$ cat config.mk
export PLATFORM = sky130hd
export DESIGN_NAME = s100_port_slave
export DESIGN_NICKNAME = d
export VERILOG_FILES = /design/src/rtl/s100_port_slave.sv
export SDC_FILE = /design/constraint.sdc
export NUM_CORES = 1
export LEC_CHECK = 0
export BUFFER_PORTS_ARGS = -buffer_cell sky130_fd_sc_hd__buf_2
export CORE_MARGIN = 5
export CORE_UTILIZATION = 50
export CTS_CLUSTER_DIAMETER = 40
export DETAILED_ROUTE_END_ITERATION = 6
export PLACE_DENSITY = 0.77
export SKIP_CTS_REPAIR_TIMING = 1
export SLEW_MARGIN = 20
export SYNTH_ARGS = -nofsm -noshare
export SYNTH_HDL_FRONTEND = slang
export SYNTH_SLANG_ARGS = --single-unit
$ cat constraint.sdc
create_clock -name clk -period 2.15 [get_ports clk]
set_input_delay 0.3225 -clock clk [delete_from_list [all_inputs] [get_ports clk]]
set_output_delay 0.3225 -clock clk [all_outputs]
set_load 0.01 [all_outputs]
$ cat src/rtl/s100_port_slave.sv
module s100_port_slave #(
  parameter logic [15:0] PORT_ADDR   = 16'h0068,
  parameter int          ADDR_W      = 16,
  parameter int          DATA_W      = 8,
  parameter int          SW_W        = 4,
  parameter int          SYNC_STAGES = 2,
  parameter bit          READBACK    = 1'b1
) (
  input  logic              clk,
  input  logic              rst_n,
  input  logic              dir_master,
  input  logic [ADDR_W-1:0] bus_addr,
  input  logic [DATA_W-1:0] bus_dout,
  input  logic              st_out,
  input  logic              st_inp,
  input  logic              wr_n,
  input  logic              dbin,
  input  logic [SW_W-1:0]   sw,
  output logic [DATA_W-1:0] bus_din,
  output logic              xcvr_oe_n,
  output logic              xcvr_to_bus,
  output logic [DATA_W-1:0] led,
  output logic              active_n
);

  localparam int VEC_W = ADDR_W + DATA_W + 5;
  localparam int REP   = DATA_W / SW_W;
  localparam logic [VEC_W-1:0] IDLE_VEC = VEC_W'(1) << 2;

  logic [VEC_W-1:0] raw_vec;
  logic [VEC_W-1:0] sync_q [SYNC_STAGES];
  logic [VEC_W-1:0] s_vec;

  assign raw_vec = {bus_addr, bus_dout, st_out, st_inp, wr_n, dbin, dir_master};

  genvar g;
  generate
    for (g = 0; g < SYNC_STAGES; g++) begin : g_sync
      always_ff @(posedge clk or negedge rst_n) begin
        if (!rst_n)      sync_q[g] <= IDLE_VEC;
        else if (g == 0) sync_q[g] <= raw_vec;
        else             sync_q[g] <= sync_q[g-1];
      end
    end
  endgenerate

  assign s_vec = sync_q[SYNC_STAGES-1];

  logic [ADDR_W-1:0] s_addr;
  logic [DATA_W-1:0] s_data;
  logic s_out, s_inp, s_wr_n, s_dbin, s_dir;

  assign {s_addr, s_data, s_out, s_inp, s_wr_n, s_dbin, s_dir} = s_vec;

  logic hit, wr_hit, rd_hit;
  logic wr_hit_q, rd_hit_q;
  logic wr_rise, rd_rise;

  assign hit     = (s_addr == PORT_ADDR) && !s_dir;
  assign wr_hit  = hit && s_out && !s_wr_n;
  assign rd_hit  = hit && s_inp && s_dbin;
  assign wr_rise = wr_hit && !wr_hit_q;
  assign rd_rise = rd_hit && !rd_hit_q;

  logic [DATA_W-1:0] latch_q;

  always_ff @(posedge clk or negedge rst_n) begin
    if (!rst_n) begin
      wr_hit_q <= 1'b0;
      rd_hit_q <= 1'b0;
      latch_q  <= '0;
      active_n <= 1'b1;
    end else begin
      wr_hit_q <= wr_hit;
      rd_hit_q <= rd_hit;
      if (wr_rise) latch_q <= s_data;
      active_n <= !(wr_rise || rd_rise);
    end
  end

  logic [DATA_W-1:0] rd_val;

  generate
    if (READBACK) begin : g_readback
      assign rd_val = latch_q;
    end else begin : g_switch
      assign rd_val = {REP{sw}};
    end
  endgenerate

  assign led         = latch_q;
  assign bus_din     = rd_hit ? rd_val : '0;
  assign xcvr_oe_n   = !rd_hit;
  assign xcvr_to_bus = rd_hit;

  p_din_idle_r7: assert property (@(posedge clk) disable iff (!rst_n)
    xcvr_oe_n |-> (bus_din == '0));

  p_dir_pair_r10: assert property (@(posedge clk) disable iff (!rst_n)
    xcvr_to_bus == !xcvr_oe_n);

  p_drive_needs_inp_r7: assert property (@(posedge clk) disable iff (!rst_n)
    !xcvr_oe_n |-> ($past(st_inp, SYNC_STAGES) && $past(dbin, SYNC_STAGES)));

  p_master_hold_r8: assert property (@(posedge clk) disable iff (!rst_n)
    s_dir |=> $stable(led));

  p_master_quiet_r8: assert property (@(posedge clk) disable iff (!rst_n)
    s_dir |-> xcvr_oe_n);

  p_led_hold_r3: assert property (@(posedge clk) disable iff (!rst_n)
    !wr_rise |=> $stable(led));

  p_pulse_cause_r9: assert property (@(posedge clk) disable iff (!rst_n)
    $fell(active_n) |-> ($past(wr_hit) || $past(rd_hit)));

endmodule

==> flow_summary.json, run 1 <==
{
  "outcome": "complete, no violations",
  "p_sw_mw": 0.450,
  "clkLatencyLatePin_ps": 320,
  "io_buffers": 49,
  "power_density_mw_per_mm2": 918,
  "yosysWarnings": 0,
  "cts_tree": "yes",
  "drt.antenna.violating_nets": 0,
  "num_vias": 1014,
  "grt_pass1_vias": 1061,
  "ys_seq_area_share_pct": 86.3,
  "firstDrtPassIters": 4,
  "place_area_mm2": 0.00234,
  "wire_per_inst_um": 14.2,
  "synth_area_mm2": 0.00200,
  "antenna_found_initial": 0,
  "grt_first_pass_wirelength_um": 4690,
  "crit_fanout": 6,
  "drt_iter0_markers": 40,
  "path_buf_inv": 2,
  "drive_gt1_share_pct": 57.0,
  "setup_ws_ps": 71.1,
  "slowest_stage": "dfrtp_1",
  "synth_edf_count": 0,
  "cp.arrival_ps": 1760,
  "die_area_mm2": 0.00538,
  "worstMarginPinSlew_ps": 601,
  "power_mw": 2.46,
  "fin_nets": 203,
  "yosysTopAreaCellShare_pct": 82.4,
  "hold_violations": 0,
  "async_reset_ff_share_pct": 100,
  "crit_chain": "nor4_4 > nand3_2 > nor3_4 > buf_6 > and2_4 > buf_6",
  "ff2ff_setup_slack_ps": 110,
  "viasPerCell": 4.57,
  "fmax_mhz": 481,
  "timing.rr.start": "s_vec[14]$_DFF_PN0_",
  "cp_common_cell": "buf_6",
  "grt_max_degree": 43,
  "synth_top_cell_by_area": "dfrtp_1",
  "fin_crit_ps": 2080,
  "rsz0062_at_grt": "yes",
  "wirelength_um": 3150,
  "ir_worst_vdd_mv": 0.681,
  "cts_buffers": 9,
  "crit_start": "s_vec[14]$_DFF_PN0_",
  "core_mm2": 0.00394,
  "slew_headroom_pct": 59.9,
  "p_leak_nw": 1.31,
  "critPathMaxStageDelay_ps": 390,
  "seqPwrFrac_pct": 55.9,
  "postLayoutCellArea_mm2": 0.00268,
  "synth_most_common_cell": "dfrtp_1",
  "crit_type": "reg -> out",
  "cts_root_buf": "clkbuf_8",
  "hold_class": "in -> async",
  "clk_pin_slew_worst_paths_ps": 70,
  "place_ws_ps": 291,
  "combPwrFrac_pct": 2.5,
  "period_share_pct": 96.7,
  "slew_violations": 0,
  "finClkSkew_ps": 6.42,
  "worstPathRequired_ps": 1830,
  "dieHeight_um": 73.3,
  "h-tree-depth": 3,
  "cap_violations": 0,
  "endpoint_kind": "output port",
  "sw_frac_of_total_pct": 18.3,
  "synth_seq_cells": 69,
  "cts.path.max_buffers": 2,
  "cp_top_family": "simple AND/OR/NAND/NOR gates",
  "grt_remaining_overflow": 0,
  "synth_common_cells": "dfrtp_1, and2_1, mux2_2",
  "cts_sinks": 69,
  "power_frac_clock_pct": 41.6,
  "drc": 0,
  "internal-power_mw": 2.01,
  "synth_flop_cell": "dfrtp_1",
  "area_growth_pct": 33.6,
  "routabilityCongestion": 0.655,
  "grt_use_total_pct": 12.3,
  "avgSynthCellArea_um2": 20.0,
  "dieWidth_um": 73.3,
  "io_pins": 54,
  "setup_viol": 0,
  "crit_path_start_kind": "flip-flop",
  "syn_nets": 135,
  "initial_utilization_pct": 50.8,
  "setup-tns-final_ps": 0,
  "diodes": 0,
  "yosys-top-cells-area": "dfrtp_1, mux2_2, dfstp_2",
  "fill_cells": 256,
  "ys_types": 17,
  "rows": 23,
  "netlist_instances": 100
}
power by group through the flow:
stage                     Combinational, mW  Sequential, mW  Clock [mW]
final                                0.0622            1.37        1.02
after global routing                 0.0719            1.38        1.11
after CTS                            0.0625            1.37        1.05
after detailed placement             0.0622            1.40           0
after global placement               0.0594            1.39           0
after floorplan                     0.00757            1.39           0
layout by cell type, fill, tap and decap left out, drive strengths merged:
| cell type | instances |
|---|---|
| dfrtp | 66 |
| nor4b | 3 |
| buf | 57 |
| nor3 | 2 |
| inv | 1 |
| dfstp | 3 |
| nor2 | 1 |
| and2 | 8 |
| nand3 | 1 |
| clkbuf | 14 |
| or2 | 1 |
| mux2 | 8 |
| nor4 | 1 |
| a211o | 1 |
| nor3b | 1 |
| nand2 | 2 |
| or3b | 1 |
| bufinv | 1 |
worst reg2reg max path, stage by stage (launching register included):
cell     delay [ps]
dfrtp_1         390
nor4_4          290
nand3_2         150
buf_4           170
buf_4           140
nor3_4          390
mux2_2          390
per-stage QoR:
stage	utilization (%)	std cells	hold slack, ps
after floorplan	-	100	26.9
after global placement	59.3	201	333
after detailed placement	59.3	201	336
after CTS	64.5	216	14.7
after global routing	67.9	222	62.5
final	67.9	222	10.6
sequential cells by signal (all words and copies together) (netlist names):
register and cells:
rd_hit_q 1, s_vec 29, active_n 1, led 8
sync_q 29, wr_hit_q 1
kinds of logic after synthesis:
family                 synth area share, %
AOI/OAI and AO/OA                    0.437
muxes                                 4.49
DFF                                   86.3
buffers and inverters                0.187
and+or+nand+nor                       8.55
final cells by class:
class	count	area (µm²)	share of cell area, %
well taps	50	62.6	2.34
inverters	1	3.75	0.140
clock inverters	1	30.0	1.12
clock buffers	14	173	6.45
flip-flops and latches	69	1730	64.6
repair buffers	57	369	13.8
multi-input cells	30	310	11.6
per-layer routing:
layer / wire, µm / vias to the layer above / global-route usage (%)
met5: 0 / - / 0
met4: 40 / 0 / 4.83
met3: 190 / 5 / 5.47
met2: 1660 / 38 / 20.1
met1: 1250 / 507 / 14.3
li1: - / 464 / -
worst paths after layout:
| check | depth (start not counted) | endpoint |
|---|---|---|
| hold / removal | 1 | sync_q[49]$_DFF_PN0_ |
| hold reg to reg | 0 | s_vec[18]$_DFF_PN0_ |
| setup / recovery | 6 | bus_din[4] |
| max in group asynchronous | 2 | sync_q[31]$_DFF_PN1_ |
| setup reg to reg | 6 | led[2]$_DFFE_PN0P_ |
| min in group clk | 1 | sync_q[55]$_DFF_PN0_ |
Note: power is estimated with default switching activity, not from simulation.
==> run 2, diff against run 1 <==
--- a/config.mk
+++ b/config.mk
@@ -7,10 +7,10 @@
 export LEC_CHECK = 0
 export BUFFER_PORTS_ARGS = -buffer_cell sky130_fd_sc_hd__buf_2
 export CORE_MARGIN = 5
-export CORE_UTILIZATION = 50
+export CORE_UTILIZATION = 45
 export CTS_CLUSTER_DIAMETER = 40
 export DETAILED_ROUTE_END_ITERATION = 6
-export PLACE_DENSITY = 0.77
+export PLACE_DENSITY = 0.7
 export SKIP_CTS_REPAIR_TIMING = 1
 export SLEW_MARGIN = 20
 export SYNTH_ARGS = -nofsm -noshare
==> flow_summary.json, run 2 (synthesis results as in run 1) <==
{
  "grt_use_total_pct": 12.2,
  "io_buffers": 49,
  "dieWidth_um": 76.7,
  "cts_root_buf": "clkbuf_8",
  "firstDrtPassIters": 4,
  "mostFrequentLayoutCell": "dfrtp_1",
  "core_mm2": 0.00432,
  "rsz0062_at_grt": "yes",
  "initial_utilization_pct": 46.4,
  "routabilityCongestion": 0.702,
  "area_growth_pct": 33.1,
  "die_area_mm2": 0.00589,
  "drt.antenna.violating_nets": 0,
  "grt_max_degree": 44,
  "viasPerCell": 4.54,
  "crit_path_start_kind": "flip-flop",
  "h-tree-depth": 3,
  "fin_hold_ws_ps": -8.63,
  "final_cell_mix": "dfrtp_1, buf_2, clkbuf_8",
  "grt_remaining_overflow": 0,
  "cap_violations": 0,
  "clkLatencyLatePin_ps": 330,
  "worstPathRequired_ps": 1830,
  "wire_per_inst_um": 14.6,
  "finClkSkew_ps": 7.36,
  "cts_tree": "yes",
  "fin_crit_ps": 2120,
  "rows": 24,
  "crit_type": "reg -> out",
  "hold_class": "in -> async",
  "ir_worst_vdd_mv": 0.535,
  "postLayoutCellArea_mm2": 0.00267,
  "drive_gt1_share_pct": 58.0,
  "clk_pin_slew_worst_paths_ps": 70,
  "power_density_mw_per_mm2": 877,
  "setup_viol": 0,
  "drc": 0,
  "cts_buffers": 9,
  "hpwl_um": 2170,
  "fmax_mhz": 472,
  "grt_first_pass_wirelength_um": 5290,
  "crit_fanout": 6,
  "drt_iter0_markers": 51,
  "violations": "negative hold slack",
  "fin_nets": 204,
  "io_pins": 54,
  "antenna_found_initial": 0,
  "hold_violations": 23,
  "dieHeight_um": 76.7,
  "cts.path.max_buffers": 2,
  "slew_headroom_pct": 60.0,
  "endpoint_kind": "output port",
  "fill_cells": 329,
  "cp.arrival_ps": 1800,
  "num_vias": 1027,
  "grt_pass1_vias": 1112,
  "p_leak_nw": 1.31,
  "wirelength_um": 3290,
  "period_share_pct": 98.6,
  "worstMarginPinSlew_ps": 600,
  "cts_sinks": 69,
  "place_area_mm2": 0.00234,
  "slew_violations": 0,
  "rr_worst_depth": 6,
  "outcome": "finished, violations left",
  "diodes": 0
}
[run 2: cell type report]
cell class | instances | area [µm²] | area share, %
repair buffers | 58 | 383 | 14.4
well taps | 52 | 65.1 | 2.44
flip-flops and latches | 69 | 1730 | 64.9
clock buffers | 12 | 155 | 5.82
multi-input cells | 30 | 308 | 11.5
inverters | 1 | 3.75 | 0.141
clock inverters | 4 | 22.5 | 0.844
[run 2: worst paths after layout]
kind | from | to | slack, ps
worst max-delay path | s_vec[0]$_DFF_PN0_ | bus_din[6] | 30
worst min-delay path | rst_n | sync_q[33]$_DFF_PN0_ | -9
worst max register to register | s_vec[0]$_DFF_PN0_ | led[5]$_DFFE_PN0P_ | 130
worst min register to register | sync_q[34]$_DFF_PN0_ | s_vec[5]$_DFF_PN0_ | 340
max in group asynchronous | rst_n | s_vec[6]$_DFF_PN0_ | 1540
min in group clk | wr_n | sync_q[31]$_DFF_PN1_ | 90
[run 2: per-layer routing]
layer  vias to the layer above  share of wire [%]  track usage, %
li1                        467                  -               -
met1                       508                 36            13.0
met2                        38                 54            18.7
met3                        14                7.2            6.79
met4                         0                2.8            7.34
met5                         -                  0               0
[run 2: power by group]
part | switching, mW | internal [mW]
Sequential | 0.0184 | 1.36
Combinational | 0.0349 | 0.0282
Clock | 0.428 | 0.475
[run 2: per-stage QoR]
stage	util (%)	power, mW	std cells	setup TNS (ps)	worst slack [ps]
5_1_grt	61.7	2.45	226	-520	-74.7
6_report	61.7	2.34	226	0	31.1
3_3_place_gp	54.2	1.45	203	0	353
2_1_floorplan	-	1.40	100	0	354
3_5_place_dp	54.2	1.46	203	0	262
4_1_cts	58.3	2.37	219	-811	-109
[run 2: critical path, stage by stage, from the launching register on]
cell     delay [ps]
dfrtp_1         380
nor4b_2         310
nand2_2         130
nor3_4          260
buf_6           160
and2_4          140
buf_6            90
==> run 3, diff against run 2 <==
--- a/config.mk
+++ b/config.mk
@@ -11,6 +11,7 @@
 export CTS_CLUSTER_DIAMETER = 40
 export DETAILED_ROUTE_END_ITERATION = 6
 export PLACE_DENSITY = 0.7
+export RECOVER_POWER = 50
 export SKIP_CTS_REPAIR_TIMING = 1
 export SLEW_MARGIN = 20
 export SYNTH_ARGS = -nofsm -noshare
==> flow_summary.json, run 3 (synthesis results as in run 1) <==
{
  "rsz0062_at_grt": "yes",
  "hpwl_um": 2170,
  "finClkSkew_ps": 7.36,
  "power_density_mw_per_mm2": 878,
  "setup-tns-final_ps": 0,
  "cts_root_buf": "clkbuf_8",
  "slew_headroom_pct": 4.29,
  "path_buf_inv": 2,
  "dieHeight_um": 76.7,
  "clk_pin_slew_worst_paths_ps": 60,
  "grt_max_degree": 44,
  "fin_crit_ps": 2120,
  "p_leak_nw": 1.31,
  "critPathMaxStageDelay_ps": 380,
  "period_share_pct": 98.6,
  "grt_pass1_vias": 1112,
  "outcome": "complete, no violations",
  "hold_violations": 0,
  "cts.path.max_buffers": 2,
  "cts_sinks": 69,
  "rows": 24,
  "fmax_mhz": 472,
  "setup_ws_ps": 31.1,
  "slew_violations": 0,
  "drt.antenna.violating_nets": 0,
  "cts_buffers": 9,
  "hold_class": "in -> reg",
  "fin_nets": 204,
  "fin_hold_ws_ps": 88.1,
  "clkLatencyLatePin_ps": 330,
  "firstDrtPassIters": 4,
  "grt_use_total_pct": 12.2,
  "worstPathRequired_ps": 1830,
  "num_vias": 1027,
  "core_mm2": 0.00432,
  "slowest_stage": "dfrtp_1",
  "min_from": "wr_n",
  "worstMarginPinSlew_ps": 1440,
  "wirelength_um": 3290,
  "grt_remaining_overflow": 0,
  "routabilityCongestion": 0.702,
  "h-tree-depth": 3,
  "power_mw": 2.34,
  "drt_iter0_markers": 51,
  "cp_common_cell": "buf_6",
  "drive_gt1_share_pct": 57.5,
  "timing.rr.start": "s_vec[0]$_DFF_PN0_",
  "drc": 0,
  "ir_worst_vdd_mv": 0.535,
  "antenna_found_initial": 0,
  "setup_viol": 0,
  "wire_per_inst_um": 14.6,
  "viasPerCell": 4.54,
  "crit_chain": "nor4b_2 > nand2_2 > nor3_4 > buf_6 > and2_4 > buf_6",
  "dieWidth_um": 76.7,
  "grt_first_pass_wirelength_um": 5290,
  "cap_violations": 0,
  "io_buffers": 49,
  "place_ws_ps": 262,
  "cp.arrival_ps": 1800,
  "initial_utilization_pct": 46.4,
  "cts_tree": "yes",
  "final_cell_mix": "dfrtp_1, buf_2, clkbuf_8",
  "die_area_mm2": 0.00589,
  "io_pins": 54,
  "crit_start": "s_vec[0]$_DFF_PN0_",
  "area_growth_pct": 33.0,
  "mostFrequentLayoutCell": "dfrtp_1",
  "cp_top_family": "simple AND/OR/NAND/NOR gates",
  "crit_fanout": 6,
  "diodes": 0,
  "crit_path_start_kind": "flip-flop",
  "endpoint_kind": "output port",
  "crit_type": "reg -> out"
}
[run 3: area by class of cell]
type | count | area [µm²]
Clock buffer | 12 | 155
Clock inverter | 4 | 22.5
Fill cell | 330 | 1660
Inverter | 1 | 3.75
Multi-Input combinational cell | 30 | 308
Sequential cell | 69 | 1730
Tap cell | 52 | 65.1
Timing Repair Buffer | 58 | 382
[run 3: report_power, final]
part / internal, mW / switching [mW] / total [mW]
sequential: 1.36 / 0.0184 / 1.37
clock: 0.475 / 0.428 / 0.903
combinational: 0.0280 / 0.0349 / 0.0629
total: 1.86 / 0.482 / 2.34
[run 3: worst paths after layout]
path                       slack, ps                    to  cells after the start
setup / recovery                  30            bus_din[6]                      6
hold / removal                    90  sync_q[31]$_DFF_PN1_                      1
setup reg to reg                 130    led[5]$_DFFE_PN0P_                      6
hold reg to reg                  340    s_vec[5]$_DFF_PN0_                      0
max in group asynchronous        970    s_vec[6]$_DFF_PN0_                      2
min in group asynchronous        320  sync_q[33]$_DFF_PN0_                      1
[run 3: stage by stage]
step,util [%],area [µm²],cells
floorplan,-,2000,100
global placement,54.2,2340,203
detailed placement,54.2,2340,203
CTS,58.3,2520,219
global route,61.7,2670,226
finish,61.7,2670,226
[run 3: per-layer routing]
| metal | part of all wire [%] | vias up | track usage (%) |
|---|---|---|---|
| met4 | 2.8 | 0 | 7.34 |
| met2 | 54 | 38 | 18.7 |
| met3 | 7.2 | 14 | 6.79 |
| met5 | 0 | - | 0 |
| li1 | - | 467 | - |
| met1 | 36 | 508 | 13.0 |
